===== src/rtl/pwm_chan_pkg.sv =====
// Shared definitions for the PWM channel: write addresses and the bit
// positions of the fields inside the mode word.
package pwm_chan_pkg;

    typedef enum logic [1:0] {
        ADDR_MODE   = 2'd0,
        ADDR_PERIOD = 2'd1,
        ADDR_DUTY   = 2'd2,
        ADDR_SPARE  = 2'd3
    } pwm_addr_e;

    localparam int MODE_SEL_LSB = 0;
    localparam int MODE_SYM_BIT = 8;
    localparam int MODE_POL_BIT = 9;

endpackage


===== src/rtl/pwm_regs.sv =====
// Register file of one PWM channel. It holds the mode fields, the shadow
// period and duty values, and the active values the counter uses.
// Assumes load_i comes from the counter and is high only on a cycle boundary
// or while the channel is stopped.
module pwm_regs
    import pwm_chan_pkg::*;
#(
    parameter int CNT_W = 16,
    parameter int SEL_W = 4
) (
    input  logic             clk,
    input  logic             rst_n,
    input  logic             wr_en_i,
    input  logic [1:0]       wr_addr_i,
    input  logic [CNT_W-1:0] wr_data_i,
    input  logic             load_i,
    output logic [SEL_W-1:0] sel_o,
    output logic             sym_o,
    output logic             pol_o,
    output logic [CNT_W-1:0] per_o,
    output logic [CNT_W-1:0] duty_o
);

    logic [CNT_W-1:0] per_sh, duty_sh;

    // Shadow and mode writes, plus the shadow-to-active transfer on load.
    always_ff @(posedge clk) begin
        if (!rst_n) begin
            sel_o   <= '0;
            sym_o   <= 1'b0;
            pol_o   <= 1'b0;
            per_sh  <= '0;
            duty_sh <= '0;
            per_o   <= '0;
            duty_o  <= '0;
        end else begin
            if (load_i) begin
                per_o  <= per_sh;
                duty_o <= duty_sh;
            end
            if (wr_en_i) begin
                case (pwm_addr_e'(wr_addr_i))
                    ADDR_MODE: begin
                        sel_o <= wr_data_i[MODE_SEL_LSB +: SEL_W];
                        sym_o <= wr_data_i[MODE_SYM_BIT];
                        pol_o <= wr_data_i[MODE_POL_BIT];
                    end
                    ADDR_PERIOD: per_sh  <= wr_data_i;
                    ADDR_DUTY:   duty_sh <= wr_data_i;
                    default: ;
                endcase
            end
        end
    end

    // active duty only moves on a load.
    p_duty_hold_r6: assert property (@(posedge clk) disable iff (!rst_n)
        !load_i |=> $stable(duty_o));
    // active period only moves on a load.
    p_per_hold_r6: assert property (@(posedge clk) disable iff (!rst_n)
        !load_i |=> $stable(per_o));

endmodule


===== src/rtl/pwm_clk_sel.sv =====
// Tick selector: passes the tick enable chosen by sel_i. A select value
// outside the tick vector yields no tick. Purely combinational.
module pwm_clk_sel #(
    parameter int N_CLK = 13,
    parameter int SEL_W = 4
) (
    input  logic [N_CLK-1:0] tick_i,
    input  logic [SEL_W-1:0] sel_i,
    output logic             tick_o
);

    // Decode the select against each tick line.
    always_comb begin
        tick_o = 1'b0;
        for (int i = 0; i < N_CLK; i++) begin
            if (sel_i == SEL_W'(i)) tick_o = tick_i[i];
        end
    end

endmodule


===== src/rtl/pwm_counter.sv =====
// Channel counter. It ramps up and wraps in edge mode, and ramps up and
// down in symmetric mode. It flags cycle boundaries, and asks the register
// file to load the shadow values on a boundary or while the period is 0.
// Assumes tick_i is a single-cycle enable.
module pwm_counter #(
    parameter int CNT_W = 16
) (
    input  logic             clk,
    input  logic             rst_n,
    input  logic             tick_i,
    input  logic             sym_i,
    input  logic [CNT_W-1:0] per_i,
    output logic [CNT_W-1:0] cnt_o,
    output logic             evt_o,
    output logic             load_o
);

    logic [CNT_W-1:0] cnt_nxt;
    logic             down_q, down_nxt, bnd, stopped;

    assign stopped = (per_i == '0);

    // Next count, next direction and boundary detection.
    always_comb begin
        cnt_nxt  = cnt_o;
        down_nxt = down_q;
        bnd      = 1'b0;
        if (stopped) begin
            cnt_nxt  = '0;
            down_nxt = 1'b0;
        end else if (!sym_i) begin
            down_nxt = 1'b0;
            if (cnt_o >= per_i - 1'b1) begin
                cnt_nxt = '0;
                bnd     = 1'b1;
            end else begin
                cnt_nxt = cnt_o + 1'b1;
            end
        end else if (!down_q && cnt_o < per_i) begin
            cnt_nxt = cnt_o + 1'b1;
        end else if (cnt_o <= 1) begin
            cnt_nxt  = '0;
            down_nxt = 1'b0;
            bnd      = 1'b1;
        end else begin
            cnt_nxt  = cnt_o - 1'b1;
            down_nxt = 1'b1;
        end
    end

    assign load_o = stopped | (tick_i & bnd);

    // Counter, direction and event registers, advanced on the selected tick.
    always_ff @(posedge clk) begin
        if (!rst_n) begin
            cnt_o  <= '0;
            down_q <= 1'b0;
            evt_o  <= 1'b0;
        end else begin
            evt_o <= tick_i & bnd & ~stopped;
            if (tick_i || stopped) begin
                cnt_o  <= cnt_nxt;
                down_q <= down_nxt;
            end
        end
    end

    // without a tick the count holds.
    p_cnt_stall_r2: assert property (@(posedge clk) disable iff (!rst_n)
        !tick_i |=> $stable(cnt_o));
    // the count never exceeds a nonzero active period.
    p_cnt_range_r4: assert property (@(posedge clk) disable iff (!rst_n)
        (per_i != '0) |-> (cnt_o <= per_i));
    // the event only appears with the count at 0.
    p_evt_zero_r7: assert property (@(posedge clk) disable iff (!rst_n)
        evt_o |-> (cnt_o == '0));
    // a stopped channel stays at 0 and raises no event.
    p_stop_idle_r8: assert property (@(posedge clk) disable iff (!rst_n)
        $past(per_i == '0) && (per_i == '0) |-> (cnt_o == '0) && !evt_o);

endmodule


===== src/rtl/pwm_compare.sv =====
// Comparator: drives the waveform from the count, the active duty and the
// start level. A stopped channel rests at the start level.
module pwm_compare #(
    parameter int CNT_W = 16
) (
    input  logic [CNT_W-1:0] cnt_i,
    input  logic [CNT_W-1:0] duty_i,
    input  logic [CNT_W-1:0] per_i,
    input  logic             pol_i,
    output logic             pwm_o
);

    // Level select against the duty threshold.
    always_comb begin
        if (per_i == '0)          pwm_o = pol_i;
        else if (cnt_i < duty_i)  pwm_o = pol_i;
        else                      pwm_o = ~pol_i;
    end

endmodule


===== src/rtl/pwm_chan.sv =====
// One PWM channel: tick selector, counter, comparator and register file.
// Assumes tick_i comes from a shared generator, with each bit a
// single-cycle enable. Four channels share one generator.
module pwm_chan
    import pwm_chan_pkg::*;
#(
    parameter int CNT_W = 16,
    parameter int N_CLK = 13
) (
    input  logic             clk,
    input  logic             rst_n,
    input  logic [N_CLK-1:0] tick_i,
    input  logic             wr_en_i,
    input  logic [1:0]       wr_addr_i,
    input  logic [CNT_W-1:0] wr_data_i,
    output logic             pwm_o,
    output logic             period_evt_o,
    output logic [CNT_W-1:0] cnt_o
);

    localparam int SEL_W = (N_CLK < 16) ? 4 : $clog2(N_CLK + 1);

    logic [SEL_W-1:0] sel;
    logic             sym, pol, tick, load;
    logic [CNT_W-1:0] per, duty;

    pwm_regs #(.CNT_W(CNT_W), .SEL_W(SEL_W)) u_regs (
        .clk(clk), .rst_n(rst_n), .wr_en_i(wr_en_i), .wr_addr_i(wr_addr_i),
        .wr_data_i(wr_data_i), .load_i(load), .sel_o(sel), .sym_o(sym),
        .pol_o(pol), .per_o(per), .duty_o(duty)
    );

    pwm_clk_sel #(.N_CLK(N_CLK), .SEL_W(SEL_W)) u_sel (
        .tick_i(tick_i), .sel_i(sel), .tick_o(tick)
    );

    pwm_counter #(.CNT_W(CNT_W)) u_cnt (
        .clk(clk), .rst_n(rst_n), .tick_i(tick), .sym_i(sym), .per_i(per),
        .cnt_o(cnt_o), .evt_o(period_evt_o), .load_o(load)
    );

    pwm_compare #(.CNT_W(CNT_W)) u_cmp (
        .cnt_i(cnt_o), .duty_i(duty), .per_i(per), .pol_i(pol), .pwm_o(pwm_o)
    );

endmodule


===== config.mk =====
export PLATFORM = sky130hd
export DESIGN_NAME = pwm_chan
export DESIGN_NICKNAME = d
export VERILOG_FILES = /design/src/rtl/pwm_chan_pkg.sv /design/src/rtl/pwm_regs.sv /design/src/rtl/pwm_clk_sel.sv /design/src/rtl/pwm_counter.sv /design/src/rtl/pwm_compare.sv /design/src/rtl/pwm_chan.sv
export SDC_FILE = /design/constraint.sdc
export NUM_CORES = 1
export LEC_CHECK = 0
export ABC_AREA = 1
export BUFFER_PORTS_ARGS = -buffer_cell sky130_fd_sc_hd__buf_4
export CAP_MARGIN = 40
export CELL_PAD_IN_SITES_DETAIL_PLACEMENT = 1
export CELL_PAD_IN_SITES_GLOBAL_PLACEMENT = 2
export CORE_UTILIZATION = 33
export DETAILED_ROUTE_END_ITERATION = 10
export HOLD_SLACK_MARGIN = 0.08
export PLACE_DENSITY = 0.84
export SYNTH_ARGS = -nofsm -noshare
export SYNTH_HDL_FRONTEND = slang
export SYNTH_HIERARCHICAL = 1
export SYNTH_SLANG_ARGS = --single-unit

===== constraint.sdc =====
create_clock -name clk -period 4.59 [get_ports clk]
set_clock_uncertainty 0.1 [all_clocks]
set_input_delay 0.2295 -clock clk [delete_from_list [all_inputs] [get_ports clk]]
set_output_delay 0.2295 -clock clk [all_outputs]
set_load 0.01 [all_outputs]

; ---- Word level (Yosys, flattened, before mapping)
; Index checks and enable logic that the tools add are counted.
[totals]
register_bits = 88
input_bits = 34
out_inout_bits = 18
wordCells = 76
[op_classes]
add_sub_neg = 3
order_cmp = 4
n_eq_ne = 15
n_mux = 29
n_bitwise = 5
reduce_logical = 10
[op_table]
columns = cell, count
row1 = 16-bit two-way mux, 5
row2 = 16-bit less-than comparator, 2
row3 = "16-bit by 1-bit subtractor with 16-bit output, second input constant", 2
row4 = 1-bit two-way mux, 24
row5 = "4-bit == test, second input constant", 5
row6 = "16-bit by 1-bit adder with 16-bit output, second input constant", 1
row7 = "4-bit by 3-bit == test with 1-bit output, second input constant", 4
row8 = 16-bit greater-or-equal comparator, 1
row9 = "16-bit by 1-bit less-or-equal comparator with 1-bit output, second input constant", 1
row10 = 16-bit logical NOT, 1
row11 = "4-bit by 2-bit == test with 1-bit output, second input constant", 2
row12 = 2-bit AND reduction, 4
row13 = "4-bit by 1-bit == test with 1-bit output, second input constant", 1
row14 = 4-bit logical NOT, 1
row15 = "3-bit by 2-bit != test with 1-bit output, second input constant", 1
row16 = 1-bit AND, 2
row17 = "2-bit by 1-bit == test with 1-bit output, second input constant", 1
row18 = "2-bit == test, second input constant", 1
row19 = 2-bit logical NOT, 1
row20 = 1-bit inverter, 2
row21 = 1-bit logical AND, 1
row22 = 1-bit logical NOT, 1
row23 = 1-bit logical OR, 1
row24 = 1-bit OR, 1

; ---- Depth between registers and ports, before layout
; Gate-level depths: netlist (run 1).
[logic_depth]
depth_word = 16
depth_mapped = 22
mapped_depth_nobuf = 20

; ---- Modules after synthesis
; The synthesis (run 1) kept the hierarchy.
[modules_own_cells]
columns = mod, instances, cells_each, area_per_inst_um2, seq_area_each_um2
row1 = pwm_counter, 1, 490, 2885.3, 360.3
row2 = pwm_regs, 1, 352, 2582.5, 1401.3
row3 = pwm_compare, 1, 76, 464.2, 0.0
row4 = pwm_clk_sel, 1, 43, 185.2, 0.0

; ---- Worst setup path after synthesis (run 1)
; No wires, ideal clock.
[synth_timing]
path_kind = register -> register
from = register u_regs.per_o[2]
to = register u_regs.duty_o[0]
setup_ps = 70
t_arrival_ps = 3045
required_time_ps = 4420
path_slack_ps = 1375
path_stages_with_launch = 23
path_buffers = 2
synth_period_minus_slack_ps = 3215
cell_sequence = dfxtp_1 -> inv_1 -> nand3_2 -> nor3_4 -> nand3_1 -> nor2_1 -> nand3_1 -> nor2_1 -> xor2_1 -> inv_1 -> ha_1 -> nand2_1 -> nor3_1 -> nand3_1 -> nand3_1 -> nand2_1 -> o21ai_0 -> inv_1 -> o21ai_0 -> buf_2 -> clkbuf_1 -> o21ai_0 -> a21oi_1
[synth_via]
elab_chain_cells = 7
word_cells_on_any_way = 11
classes_between = 1 x add/sub / 2 x order compare / 4 x mux / 2 x bitwise / 2 x reduce/logical
[synth_lines]
columns = element, line_no
row1 = start: declaration, pwm_regs.sv:20  ; output logic [CNT_W-1:0] per_o,
row2 = start signal: assignment, pwm_regs.sv:38  ; per_o <= per_sh;
row3 = 16-bit by 1-bit subtractor with 16-bit output or 16-bit less-than comparator (tied branches), "pwm_counter.sv:33, pwm_counter.sv:39"
row4 = 16-bit greater-or-equal comparator or 1-bit logical AND (tied branches), "pwm_counter.sv:33, pwm_counter.sv:39"
row5 = "1-bit two-way mux, on equally long branches", "pwm_counter.sv:33, pwm_counter.sv:39"
row6 = 1-bit two-way mux, pwm_counter.sv:31  ; end else if (!sym_i) begin
row7 = 1-bit two-way mux, pwm_counter.sv:28  ; if (stopped) begin
row8 = 1-bit AND, pwm_counter.sv:51  ; assign load_o = stopped | (tick_i & bnd);
row9 = 1-bit OR (*), pwm_counter.sv:51
row10 = named net load, pwm_chan.sv:24  ; logic sym, pol, tick, load;
row11 = end signal: assignment, pwm_regs.sv:39  ; duty_o <= duty_sh;
row12 = end: declaration, pwm_regs.sv:21  ; output logic [CNT_W-1:0] duty_o
; The timed path passes the listed nets; every way through them passes the cells marked *.
; A chain may end at the register's enable or synchronous reset.

; ---- Worst setup path in the final report (run 1)
[layout_timing]
from = register u_regs.per_o[2]
to = register u_regs.per_o[3]
[layout_via]
elab_chain_cells = 7
word_cells_on_any_way = 11
classes_between = 1 x add/sub / 2 x order compare / 4 x mux / 2 x bitwise / 2 x reduce/logical
[layout_lines]
columns = element, line_no
row1 = 16-bit by 1-bit subtractor with 16-bit output or 16-bit less-than comparator (tied branches), "pwm_counter.sv:33, pwm_counter.sv:39"
row2 = 16-bit greater-or-equal comparator or 1-bit logical AND (tied branches), "pwm_counter.sv:33, pwm_counter.sv:39"
row3 = "1-bit two-way mux, on equally long branches", "pwm_counter.sv:33, pwm_counter.sv:39"
row4 = 1-bit two-way mux, pwm_counter.sv:31
row5 = 1-bit two-way mux, pwm_counter.sv:28
row6 = 1-bit AND, pwm_counter.sv:51
row7 = 1-bit OR (*), pwm_counter.sv:51
row8 = named net load, pwm_chan.sv:24
; Marked as above.

==> impl_metrics.prom, run 1 <==
# TYPE chip_impl_metric gauge
chip_impl_metric{name="clkSlewWorstSetupHoldPaths",unit="ns"} 0.07
chip_impl_info{name="failed_checks",value="DRC"} 1
chip_impl_metric{name="period_share",unit="%"} 78.07
chip_impl_info{name="hold_path_class",value="input pin to flip-flop"} 1
chip_impl_metric{name="preCtsSetupSlack",unit="ns"} 1.022
chip_impl_metric{name="grt_use_total",unit="%"} 20.66
chip_impl_metric{name="numCtsBuffers",unit=""} 9
chip_impl_metric{name="relSlewSlack",unit="%"} 47.09
chip_impl_metric{name="route.detailed.wl_per_inst",unit="um"} 15.13
chip_impl_metric{name="core.rowCount",unit=""} 49
chip_impl_metric{name="placed_cells_incl_taps",unit=""} 1214
chip_impl_info{name="clockRootBuffer",value="clkbuf_16"} 1
chip_impl_metric{name="worstSkewPairLatency",unit="ns"} 0.35
chip_impl_metric{name="utilization",unit="%"} 39.74
chip_impl_metric{name="cp.arrival",unit="ns"} 3.76
chip_impl_metric{name="critical_path.max_stage_delay",unit="ns"} 0.35
chip_impl_metric{name="synthCells",unit=""} 961
chip_impl_metric{name="insertedDiodeCount",unit=""} 0
chip_impl_metric{name="die_h",unit="um"} 138.2
chip_impl_info{name="status",value="finished with violations"} 1
chip_impl_metric{name="global_route.usage.met1",unit="%"} 26.78
chip_impl_info{name="slowest_stage",value="dfxtp_1"} 1
chip_impl_metric{name="die_width",unit="um"} 138.2
chip_impl_metric{name="final-instance-count-excl-fill",unit=""} 1246
chip_impl_metric{name="ant_nets",unit=""} 0
chip_impl_metric{name="fin_crit",unit="ns"} 3.583
chip_impl_metric{name="report.final.setup_viol",unit=""} 0
chip_impl_metric{name="initial_utilization",unit="%"} 33.82
chip_impl_metric{name="synthesis_to_layout_area_growth",unit="%"} 17.49
chip_impl_info{name="end_kind",value="flip-flop"} 1
chip_impl_info{name="cell_by_cell_trace_of_the_critical_path",value="inv_1 -> nand3_2 -> nor3_4 -> nand3_1 -> nor2_1 -> nand3_1 -> nor2_1 -> xor2_1 -> inv_1 -> ha_1 -> nand2_1 -> nor3_1 -> nand3_1 -> nand3_1 -> nand2_1 -> o21ai_0 -> inv_1 -> o21ai_4 -> buf_12 -> o21ai_0 -> a21oi_1"} 1
chip_impl_metric{name="design.core.area",unit="mm2"} 0.01809
chip_impl_metric{name="final_nets",unit=""} 1097
chip_impl_metric{name="mapped_area",unit="mm2"} 0.006117
chip_impl_metric{name="report.final.hold_viol_count",unit=""} 0
chip_impl_metric{name="design.die.area",unit="mm2"} 0.01909
chip_impl_metric{name="cts_num_sinks",unit=""} 88
chip_impl_metric{name="drt-pass1-iter-count",unit=""} 7
chip_impl_metric{name="power.leakage",unit="nW"} 3.690
chip_impl_metric{name="post_cts_resize_count",unit=""} 0
chip_impl_metric{name="worst-endpoint-required",unit="ns"} 4.77
chip_impl_metric{name="postSynthNetCount",unit=""} 1046
chip_impl_metric{name="postRouteWirelength",unit="um"} 18860
chip_impl_metric{name="synthDistinctLibCells",unit=""} 36
chip_impl_info{name="timing.critical_path.from_type",value="flip-flop"} 1
chip_impl_metric{name="synthDominantCellAreaShare",unit="%"} 28.80
chip_impl_info{name="synth.largest_area_cell",value="dfxtp_1"} 1
chip_impl_metric{name="met2_usage",unit="%"} 35.50
chip_impl_metric{name="ios",unit=""} 52
chip_impl_metric{name="synth_seq_cells",unit=""} 88
chip_impl_metric{name="fmaxAchievable",unit="MHz"} 279.1
chip_impl_metric{name="grt_start_max_net_pins",unit=""} 74
chip_impl_info{name="worst_path_most_repeated_cell",value="nand3_1"} 1
chip_impl_metric{name="drive_gt1_share",unit="%"} 10.91
chip_impl_metric{name="remaining_drc_errors",unit=""} 2
chip_impl_metric{name="placement.io_buffers",unit=""} 51
chip_impl_metric{name="total_negative_setup_slacks",unit="ns"} 0
chip_impl_metric{name="cts_max_path_buffers",unit=""} 2
chip_impl_metric{name="cts_max_level",unit=""} 3
chip_impl_info{name="setup_repair_after_global_routing_missed_its_margin",value="false"} 1
chip_impl_metric{name="detailed_place_hpwl",unit="um"} 13750
chip_impl_info{name="grt-busiest-layer",value="met2"} 1
chip_impl_info{name="yosys-top-cells-area",value="dfxtp_1 29%, nand2_1 15%, ha_1 10%, inv_1 8.5%, nor2_1 7.8%"} 1
chip_impl_metric{name="vias_after_detailed_routing",unit=""} 6001
chip_impl_metric{name="total_power",unit="mW"} 4.850
chip_impl_metric{name="grt.overflow.total",unit=""} 0
chip_impl_metric{name="yosysWarnings",unit=""} 6
chip_impl_metric{name="first_iter_violations",unit=""} 259
chip_impl_info{name="criticalPathCategory",value="flip-flop to flip-flop"} 1
chip_impl_metric{name="syn-mean-instance-area",unit="um2"} 6.365
chip_impl_metric{name="report.final.slew_viol_count",unit=""} 0
chip_impl_metric{name="nFillCells",unit=""} 2348
chip_impl_metric{name="viasPerCell",unit=""} 4.816
chip_impl_metric{name="path_max_fanout",unit=""} 64
chip_impl_metric{name="grt.met3_usage",unit="%"} 2.771
chip_impl_metric{name="gp_routability_congestion",unit=""} 0.8101
chip_impl_metric{name="power_density",unit="mW/mm2"} 674.9
chip_impl_metric{name="worst_slew_pin_slew",unit="ns"} 0.7907
chip_impl_metric{name="drv.max_cap_violation_count",unit=""} 0
chip_impl_metric{name="ys_seq_area_share",unit="%"} 28.80
chip_impl_metric{name="grt_first_pass_wirelength",unit="um"} 31240
chip_impl_metric{name="max-vdd-ir-drop",unit="V"} 0.0003861
chip_impl_info{name="cts_tree",value="done"} 1
chip_impl_metric{name="vias_in_the_first_global_route",unit=""} 6082
chip_impl_metric{name="antenna_violations_before_repair",unit=""} 0
chip_impl_metric{name="postLayoutSetupSlackWorst",unit="ns"} 1.007
chip_impl_metric{name="ff2ff_setup_slack",unit="ns"} 1.01
-- what timing repair did --
action                                 CTS  global route
endpoints found under the hold margin   32             0
buffers inserted                         0             0
hold buffers                            16             0
-- cell families (layout without fill, tap and decap cells) --
family                     Yosys count  count (layout)  share of synthesized area [%]
AOI/OAI and AO/OA                  133             133                          11.23
xor gates and xnor gates            20              20                          2.864
adders and majority gates           51              51                          10.43
buffers and inverters              184             240                          12.17
DFF                                 88              88                          28.80
and+or+nand+nor                    485             485                          34.51
-- per-layer routing --
layer	share of wire [%]	up-vias
li1	-	3143
met1	49	2773
met2	47	67
met3	2.2	18
met4	1.8	0
met5	0	-
-- through the flow --
stage / hold slack (ns) / cell area, um2
floorplan: 0.2639 / 6117
global placement: 0.3487 / 6700
finish: 0.1655 / 7187
CTS: 0.1480 / 7187
global route: 0.1768 / 7187
detailed placement: 0.3495 / 6700
-- path summary, 6_finish.rpt --
| kind | endpoint | from | cells after the start |
|---|---|---|---|
| worst max-delay path | u_regs/per_o[3] | u_regs/per_o[2] | 21 |
| worst min-delay path | u_regs/sel_o[1] | wr_en_i | 3 |
| worst max register to register | u_regs/per_o[3] | u_regs/per_o[2] | 21 |
| worst min register to register | u_regs/duty_o[9] | u_regs/duty_sh[9] | 2 |
-- state kept, by name (all words and copies together), names as in the netlist --
| signal | count |
|---|---|
| u_regs/per_o | 16 |
| u_cnt/down_q | 1 |
| u_regs/sym_o | 1 |
| u_cnt/evt_o | 1 |
| u_regs/sel_o | 4 |
| u_regs/duty_sh | 16 |
| u_regs/per_sh | 16 |
| u_regs/pol_o | 1 |
| u_regs/duty_o | 16 |
| u_cnt/cnt_o | 16 |
-- synth_stat cells (all sizes together) --
cell	instances
o21bai	2
xor2	19
o21ai	45
nor4	4
nand3	59
nand4	24
a21oi	81
inv	145
a21o	1
buf	26
o211ai	1
o21a	1
ha	51
nand2	247
clkbuf	13
nor2	135
o32ai	1
nand3b	1
a31oi	1
or2	3
nor3	12
xnor2	1
dfxtp	88
-- final cells by class --
| cell class | instances | area (um2) | area share, % |
|---|---|---|---|
| clock inverter | 6 | 97.59 | 1.358 |
| clock buffer | 10 | 229.0 | 3.186 |
| tap | 229 | 286.5 | 3.987 |
| multi-input combinational | 689 | 3622 | 50.40 |
| timing repair buffer | 79 | 645.6 | 8.983 |
| sequential | 88 | 1762 | 24.51 |
| inverter | 145 | 544.3 | 7.573 |
-- where the power goes --
group          internal, mW  switching (mW)
Sequential            0.943           0.179
Clock                 0.488           0.350
Combinational         0.997            1.89
-- worst max-delay path: cells and delay by family, from the launching register on --
kind / cells / cell delay, ns
AOI/OAI and AO/OA: 4 / 0.59
xor gates and xnor gates: 1 / 0.15
adders and majority gates: 1 / 0.29
buffers and inverters: 4 / 0.56
DFF: 1 / 0.35
and+or+nand+nor: 11 / 1.48
-- cell usage in the layout (no fill, tap or decap), types with 24 or more instances in the layout --
| master | n |
|---|---|
| inv_1 | 138 |
| nand4_1 | 24 |
| ha_1 | 51 |
| buf_4 | 62 |
| a21oi_1 | 80 |
| nand3_1 | 51 |
| o21ai_0 | 43 |
| nand2_1 | 244 |
| dfxtp_1 | 88 |
| nor2_1 | 127 |
Power figures use the tool's default switching activity.
==> run 2, diff against run 1 <==
==> constraint.sdc (replaced) <==
create_clock -name clk -period 3.33 [get_ports clk]
set_clock_uncertainty 0.1 [all_clocks]
set_input_delay 0.1665 -clock clk [delete_from_list [all_inputs] [get_ports clk]]
set_output_delay 0.1665 -clock clk [all_outputs]
set_load 0.01 [all_outputs]
==> impl_metrics.prom, run 2 (synthesis gave the netlist of run 1 again) <==
# TYPE chip_impl_metric gauge
chip_impl_metric{name="report.final.setup_viol",unit=""} 1
chip_impl_metric{name="grt_start_max_net_pins",unit=""} 73
chip_impl_metric{name="max-vdd-ir-drop",unit="V"} 0.0005292
chip_impl_info{name="timing.critical_path.from_type",value="flip-flop"} 1
chip_impl_metric{name="insertedDiodeCount",unit=""} 0
chip_impl_metric{name="synthesis_to_layout_area_growth",unit="%"} 24.54
chip_impl_info{name="failed_checks",value="DRC, setup timing"} 1
chip_impl_metric{name="fmaxAchievable",unit="MHz"} 299.7
chip_impl_info{name="reg2reg_from",value="u_regs/per_o[1]"} 1
chip_impl_info{name="setup_repair_after_global_routing_missed_its_margin",value="true"} 1
chip_impl_metric{name="period_share",unit="%"} 100.2
chip_impl_metric{name="numCtsBuffers",unit=""} 9
chip_impl_metric{name="core.rowCount",unit=""} 49
chip_impl_metric{name="preCtsSetupSlack",unit="ns"} -0.002778
chip_impl_metric{name="vias_in_the_first_global_route",unit=""} 6318
chip_impl_metric{name="design.die.area",unit="mm2"} 0.01909
chip_impl_metric{name="nFillCells",unit=""} 2374
chip_impl_metric{name="cp.arrival",unit="ns"} 3.50
chip_impl_metric{name="antenna_violations_before_repair",unit=""} 0
chip_impl_metric{name="fin_crit",unit="ns"} 3.336
chip_impl_metric{name="placement.io_buffers",unit=""} 51
chip_impl_metric{name="gp_routability_congestion",unit=""} 0.8120
chip_impl_metric{name="drive_gt1_share",unit="%"} 16.46
chip_impl_info{name="cts_tree",value="done"} 1
chip_impl_info{name="status",value="finished with violations"} 1
chip_impl_info{name="r2r_end",value="u_regs/duty_o[2]"} 1
chip_impl_info{name="end_kind",value="flip-flop"} 1
chip_impl_metric{name="initial_utilization",unit="%"} 33.82
chip_impl_metric{name="first_iter_violations",unit=""} 225
chip_impl_metric{name="final-instance-count-excl-fill",unit=""} 1274
chip_impl_info{name="worstHoldEndpoint",value="u_regs/sel_o[2]"} 1
chip_impl_metric{name="report.final.hold_viol_count",unit=""} 0
chip_impl_metric{name="grt_first_pass_wirelength",unit="um"} 31860
chip_impl_metric{name="drv.max_cap_violation_count",unit=""} 0
chip_impl_metric{name="power.leakage",unit="nW"} 3.857
chip_impl_metric{name="remaining_drc_errors",unit=""} 2
chip_impl_metric{name="detailed_place_hpwl",unit="um"} 14110
chip_impl_info{name="hold_start",value="wr_en_i"} 1
chip_impl_metric{name="path_max_fanout",unit=""} 8
chip_impl_metric{name="total_negative_setup_slacks",unit="ns"} -0.006447
chip_impl_metric{name="cts_num_sinks",unit=""} 88
chip_impl_info{name="clockRootBuffer",value="clkbuf_16"} 1
chip_impl_metric{name="final_nets",unit=""} 1125
chip_impl_metric{name="timing.reg2reg.worst_path_depth",unit=""} 22
chip_impl_metric{name="multi_input_combinational_cell_area",unit="mm2"} 0.003761
chip_impl_metric{name="die_h",unit="um"} 138.2
chip_impl_metric{name="ios",unit=""} 52
chip_impl_metric{name="final-seq-area",unit="mm2"} 0.001764
chip_impl_metric{name="viasPerCell",unit=""} 4.915
chip_impl_metric{name="placed_cells_incl_taps",unit=""} 1228
chip_impl_info{name="mostFrequentLayoutCells",value="242 x nand2_1, 135 x inv_1, 123 x nor2_1, 86 x dfxtp_1, 81 x buf_4"} 1
chip_impl_metric{name="route.detailed.wl_per_inst",unit="um"} 16.06
chip_impl_metric{name="postRouteWirelength",unit="um"} 20460
chip_impl_metric{name="grt_use_total",unit="%"} 20.99
chip_impl_metric{name="vias_after_detailed_routing",unit=""} 6262
chip_impl_metric{name="worstHoldPathCells",unit=""} 3
chip_impl_metric{name="die_width",unit="um"} 138.2
chip_impl_metric{name="worst_slew_pin_slew",unit="ns"} 0.7885
chip_impl_metric{name="design.core.area",unit="mm2"} 0.01809
chip_impl_metric{name="grt.overflow.total",unit=""} 0
chip_impl_info{name="criticalPathCategory",value="flip-flop to flip-flop"} 1
chip_impl_info{name="layout.cells.most_common",value="nand2_1"} 1
chip_impl_metric{name="report.final.slew_viol_count",unit=""} 0
chip_impl_metric{name="relSlewSlack",unit="%"} 47.24
chip_impl_metric{name="power_density",unit="mW/mm2"} 1070
chip_impl_metric{name="total_power",unit="mW"} 8.152
chip_impl_metric{name="drt-pass1-iter-count",unit=""} 8
chip_impl_metric{name="utilization",unit="%"} 42.12
chip_impl_metric{name="postLayoutSetupSlackWorst",unit="ns"} -0.006447
chip_impl_metric{name="ant_nets",unit=""} 0
chip_impl_info{name="hold_path_class",value="input pin to flip-flop"} 1
chip_impl_metric{name="cts_max_level",unit=""} 3
chip_impl_metric{name="clkSlewWorstSetupHoldPaths",unit="ns"} 0.07
chip_impl_metric{name="ff2ff_setup_slack",unit="ns"} -0.006
chip_impl_metric{name="worstSkewPairLatency",unit="ns"} 0.35
chip_impl_metric{name="cts_max_path_buffers",unit=""} 2
chip_impl_metric{name="worst-endpoint-required",unit="ns"} 3.50
## run 2: what timing repair did
item                                    CTS  global route
setup buffers                             1             6
gates resized for setup                   2            65
endpoints found under the setup margin   23            43
hold endpoints to repair                 33             0
cloned                                    1             6
pin swaps                                 1            13
hold buffers                             16             0
## run 2: how the worst max path moves through the flow
stage                     cells after the start                to            start
after detailed placement                     21  u_regs/per_o[10]  u_regs/per_o[1]
final                                        22  u_regs/duty_o[2]  u_regs/per_o[1]
after CTS                                    21  u_regs/duty_o[8]  u_regs/per_o[1]
after floorplan                              22  u_regs/duty_o[0]  u_regs/per_o[2]
after global placement                       21  u_regs/duty_o[4]  u_regs/per_o[1]
after global routing                         22  u_regs/per_o[14]  u_regs/per_o[1]
## run 2: final cells by class
class                      count  area share (%)
clock inverter                 5          0.5091
timing repair buffer         107           12.84
tap                          229           3.761
sequential                    88           23.16
clock buffer                  11           3.186
inverter                     145           7.177
multi-input combinational    689           49.37
## run 2: worst max-delay path, cell delays in order (launching register included)
cell,delay [ns]
dfxtp_2,0.34
inv_2,0.09
ha_1,0.20
nand3_2,0.15
nor2_4,0.16
nand2_1,0.11
o21ai_0,0.20
o21ai_0,0.14
inv_1,0.08
ha_1,0.23
nand2_1,0.07
o21bai_1,0.11
nand2_1,0.09
a21oi_1,0.13
nand3_1,0.09
nand2_1,0.08
o21ai_1,0.07
inv_1,0.12
o21ai_4,0.07
buf_12,0.15
buf_12,0.14
buf_6,0.15
a21oi_1,0.17
## run 2: where the power goes
| part | internal (mW) | switching (mW) |
|---|---|---|
| clock network | 0.533 | 0.456 |
| logic | 2.31 | 3.29 |
| registers | 1.30 | 0.253 |
| total | 4.15 | 4.00 |
## run 2: stage by stage
stage	cell area, um2	hold WS [ns]
after global placement	6805	0.3024
after detailed placement	6805	0.3065
after global routing	7619	0.1279
final	7619	0.1117
after CTS	7287	0.1046
after floorplan	6117	0.2009
## run 2: layer usage
layer  GRT usage (%)  routed length, um  vias up
li1                -                  -     3201
met1           27.17               9441     2931
met2           36.12              10080       96
met3           2.771                475       34
met4           6.742                466        0
met5               0                  0        -
==> run 3, diff against run 2 <==
--- a/config.mk
+++ b/config.mk
@@ -10,10 +10,11 @@
 export CAP_MARGIN = 40
 export CELL_PAD_IN_SITES_DETAIL_PLACEMENT = 1
 export CELL_PAD_IN_SITES_GLOBAL_PLACEMENT = 2
-export CORE_UTILIZATION = 33
+export CORE_UTILIZATION = 36
 export DETAILED_ROUTE_END_ITERATION = 10
 export HOLD_SLACK_MARGIN = 0.08
-export PLACE_DENSITY = 0.84
+export MAX_ROUTING_LAYER = met4
+export PLACE_DENSITY = 0.91
 export SYNTH_ARGS = -nofsm -noshare
 export SYNTH_HDL_FRONTEND = slang
 export SYNTH_HIERARCHICAL = 1
==> constraint.sdc (replaced) <==
create_clock -name clk -period 4.2 [get_ports clk]
set_clock_uncertainty 0.1 [all_clocks]
set_input_delay 0.21 -clock clk [delete_from_list [all_inputs] [get_ports clk]]
set_output_delay 0.21 -clock clk [all_outputs]
set_load 0.01 [all_outputs]
==> impl_metrics.prom, run 3 (synthesis gave the netlist of run 1 again) <==
# TYPE chip_impl_metric gauge
chip_impl_info{name="status",value="finished, final reports clean"} 1
chip_impl_metric{name="total_power",unit="mW"} 5.236
chip_impl_metric{name="report.final.hold_viol_count",unit=""} 0
chip_impl_metric{name="viasPerCell",unit=""} 4.959
chip_impl_metric{name="fmaxAchievable",unit="MHz"} 274.0
chip_impl_metric{name="multi_input_combinational_cell_area",unit="mm2"} 0.003622
chip_impl_metric{name="nFillCells",unit=""} 2231
chip_impl_metric{name="final_nets",unit=""} 1101
chip_impl_metric{name="ios",unit=""} 52
chip_impl_metric{name="synthesis_to_layout_area_growth",unit="%"} 17.43
chip_impl_metric{name="total_negative_setup_slacks",unit="ns"} 0
chip_impl_metric{name="cts_max_path_buffers",unit=""} 2
chip_impl_info{name="reg2reg_from",value="u_regs/per_o[2]"} 1
chip_impl_metric{name="core.rowCount",unit=""} 47
chip_impl_metric{name="worstHoldPathCells",unit=""} 3
chip_impl_metric{name="period_share",unit="%"} 86.90
chip_impl_metric{name="drive_gt1_share",unit="%"} 11.26
chip_impl_metric{name="preCtsSetupSlack",unit="ns"} 0.6269
chip_impl_metric{name="grt.overflow.total",unit=""} 0
chip_impl_metric{name="grt_start_max_net_pins",unit=""} 74
chip_impl_metric{name="die_h",unit="um"} 132.4
chip_impl_metric{name="grt_first_pass_wirelength",unit="um"} 31130
chip_impl_metric{name="antenna_violations_before_repair",unit=""} 0
chip_impl_info{name="timing.critical_path.from_type",value="flip-flop"} 1
chip_impl_metric{name="worstSkewPairLatency",unit="ns"} 0.35
chip_impl_metric{name="numCtsBuffers",unit=""} 9
chip_impl_metric{name="ff2ff_setup_slack",unit="ns"} 0.55
chip_impl_metric{name="drv.max_cap_violation_count",unit=""} 0
chip_impl_info{name="layout.cells.most_common",value="nand2_1"} 1
chip_impl_metric{name="drt-pass1-iter-count",unit=""} 5
chip_impl_metric{name="max-vdd-ir-drop",unit="V"} 0.0003531
chip_impl_metric{name="remaining_drc_errors",unit=""} 0
chip_impl_metric{name="initial_utilization",unit="%"} 36.89
chip_impl_metric{name="cts_num_sinks",unit=""} 88
chip_impl_metric{name="path_max_fanout",unit=""} 64
chip_impl_metric{name="detailed_place_hpwl",unit="um"} 13870
chip_impl_info{name="critPathLaunch",value="u_regs/per_o[2]"} 1
chip_impl_metric{name="post_cts.repair.setup_buffers",unit=""} 0
chip_impl_metric{name="fin_crit",unit="ns"} 3.650
chip_impl_metric{name="power.leakage",unit="nW"} 3.698
chip_impl_info{name="setup_repair_after_global_routing_missed_its_margin",value="false"} 1
chip_impl_metric{name="vias_in_the_first_global_route",unit=""} 6243
chip_impl_metric{name="clkSlewWorstSetupHoldPaths",unit="ns"} 0.07
chip_impl_metric{name="vias_after_detailed_routing",unit=""} 6154
chip_impl_info{name="clockRootBuffer",value="clkbuf_16"} 1
chip_impl_metric{name="first_iter_violations",unit=""} 289
chip_impl_info{name="cts_tree",value="done"} 1
chip_impl_metric{name="post_cts_resize_count",unit=""} 0
chip_impl_metric{name="worst-endpoint-required",unit="ns"} 4.38
chip_impl_metric{name="route.detailed.wl_per_inst",unit="um"} 15.33
chip_impl_metric{name="utilization",unit="%"} 43.32
chip_impl_info{name="worstHoldEndpoint",value="u_regs/pol_o"} 1
chip_impl_metric{name="design.core.area",unit="mm2"} 0.01658
chip_impl_info{name="mostFrequentLayoutCells",value="244 x nand2_1, 138 x inv_1, 127 x nor2_1, 88 x dfxtp_1, 80 x a21oi_1"} 1
chip_impl_metric{name="holdBufCountCts",unit=""} 16
chip_impl_metric{name="timing.reg2reg.worst_path_depth",unit=""} 21
chip_impl_metric{name="insertedDiodeCount",unit=""} 0
chip_impl_metric{name="grt_use_total",unit="%"} 23.17
chip_impl_metric{name="postLayoutSetupSlackWorst",unit="ns"} 0.5501
chip_impl_info{name="r2r_end",value="u_regs/per_o[6]"} 1
chip_impl_metric{name="power_density",unit="mW/mm2"} 728.9
chip_impl_metric{name="report.final.slew_viol_count",unit=""} 0
chip_impl_info{name="criticalPathCategory",value="flip-flop to flip-flop"} 1
chip_impl_metric{name="relSlewSlack",unit="%"} 50.91
chip_impl_metric{name="final-seq-area",unit="mm2"} 0.001762
chip_impl_metric{name="gp_routability_congestion",unit=""} 0.8402
chip_impl_metric{name="ant_nets",unit=""} 0
chip_impl_metric{name="die_width",unit="um"} 132.4
chip_impl_info{name="hold_path_class",value="input pin to flip-flop"} 1
chip_impl_metric{name="cp.arrival",unit="ns"} 3.83
chip_impl_info{name="hold_start",value="wr_en_i"} 1
chip_impl_metric{name="design.die.area",unit="mm2"} 0.01752
chip_impl_metric{name="report.final.setup_viol",unit=""} 0
chip_impl_metric{name="postRouteWirelength",unit="um"} 19030
chip_impl_metric{name="placement.io_buffers",unit=""} 51
chip_impl_metric{name="worst_slew_pin_slew",unit="ns"} 0.7336
chip_impl_info{name="end_kind",value="flip-flop"} 1
chip_impl_metric{name="cts_max_level",unit=""} 3
run 3: cell types whose count changed in the layout (fill, tap and decap cells not counted), moves of 3 or more:
cell,previous run,this run
o21ai_1,26,1
buf_4,81,66
a21oi_1,64,80
nor2_1,123,127
inv_1,135,138
o21ai_0,18,43
clkbuf_16,13,9
nor2_2,7,4
a21oi_2,17,1
run 3: final cells by class:
class / count / share of cell area, %
clock inverters: 6 / 1.045
flip-flops and latches: 88 / 24.53
clock buffers: 10 / 3.188
multi-input cells: 689 / 50.43
repair buffers: 83 / 9.406
inverters: 145 / 7.577
well taps: 220 / 3.832
run 3: worst max path at each step:
stage                        end  slack [ns]  depth (start not counted)
2_1_floorplan   u_regs/duty_o[0]        0.99                         22
3_3_place_gp     u_regs/per_o[2]        0.81                         21
3_5_place_dp   u_regs/duty_o[13]        0.63                         21
4_1_cts        u_regs/duty_o[13]        0.54                         21
5_1_grt         u_regs/duty_o[2]        0.17                         21
6_report         u_regs/per_o[6]        0.55                         21
run 3: metrics by stage:
| stage | std cells | hold slack, ns | area (um2) |
|---|---|---|---|
| 2_1_floorplan | 961 | 0.2444 | 6117 |
| 3_3_place_gp | 1209 | 0.3453 | 6719 |
| 3_5_place_dp | 1209 | 0.3485 | 6719 |
| 4_1_cts | 1241 | 0.1271 | 7183 |
| 5_1_grt | 1241 | 0.1595 | 7183 |
| 6_report | 1241 | 0.1367 | 7183 |
run 3: critical path, cell delays in order (launching register included):
cell,delay (ns)
dfxtp_1,0.34
inv_1,0.12
nand3_2,0.12
nor3_4,0.20
nand3_1,0.17
nor2_1,0.12
nand3_1,0.11
nor2_1,0.16
xor2_1,0.18
inv_1,0.07
ha_1,0.29
nand2_1,0.10
nor3_1,0.24
nand3_1,0.10
nand3_1,0.11
nand2_1,0.11
o21ai_0,0.10
inv_1,0.10
o21ai_4,0.15
buf_12,0.25
o21ai_0,0.14
a21oi_1,0.17
run 3: power by group:
part | switching, mW | internal, mW | total [mW]
clock network | 0.373 | 0.471 | 0.845
logic | 2.08 | 1.09 | 3.17
registers | 0.187 | 1.03 | 1.22
total | 2.64 | 2.60 | 5.24
run 3: routing by layer:
layer  GRT usage, %  vias to the layer above  wire [um]
met5              -                        -          0
met4          7.535                        0        404
met3          3.230                       26        483
met2          39.01                       82       8944
met1          28.42                     2909       9197
li1               -                     3137          -
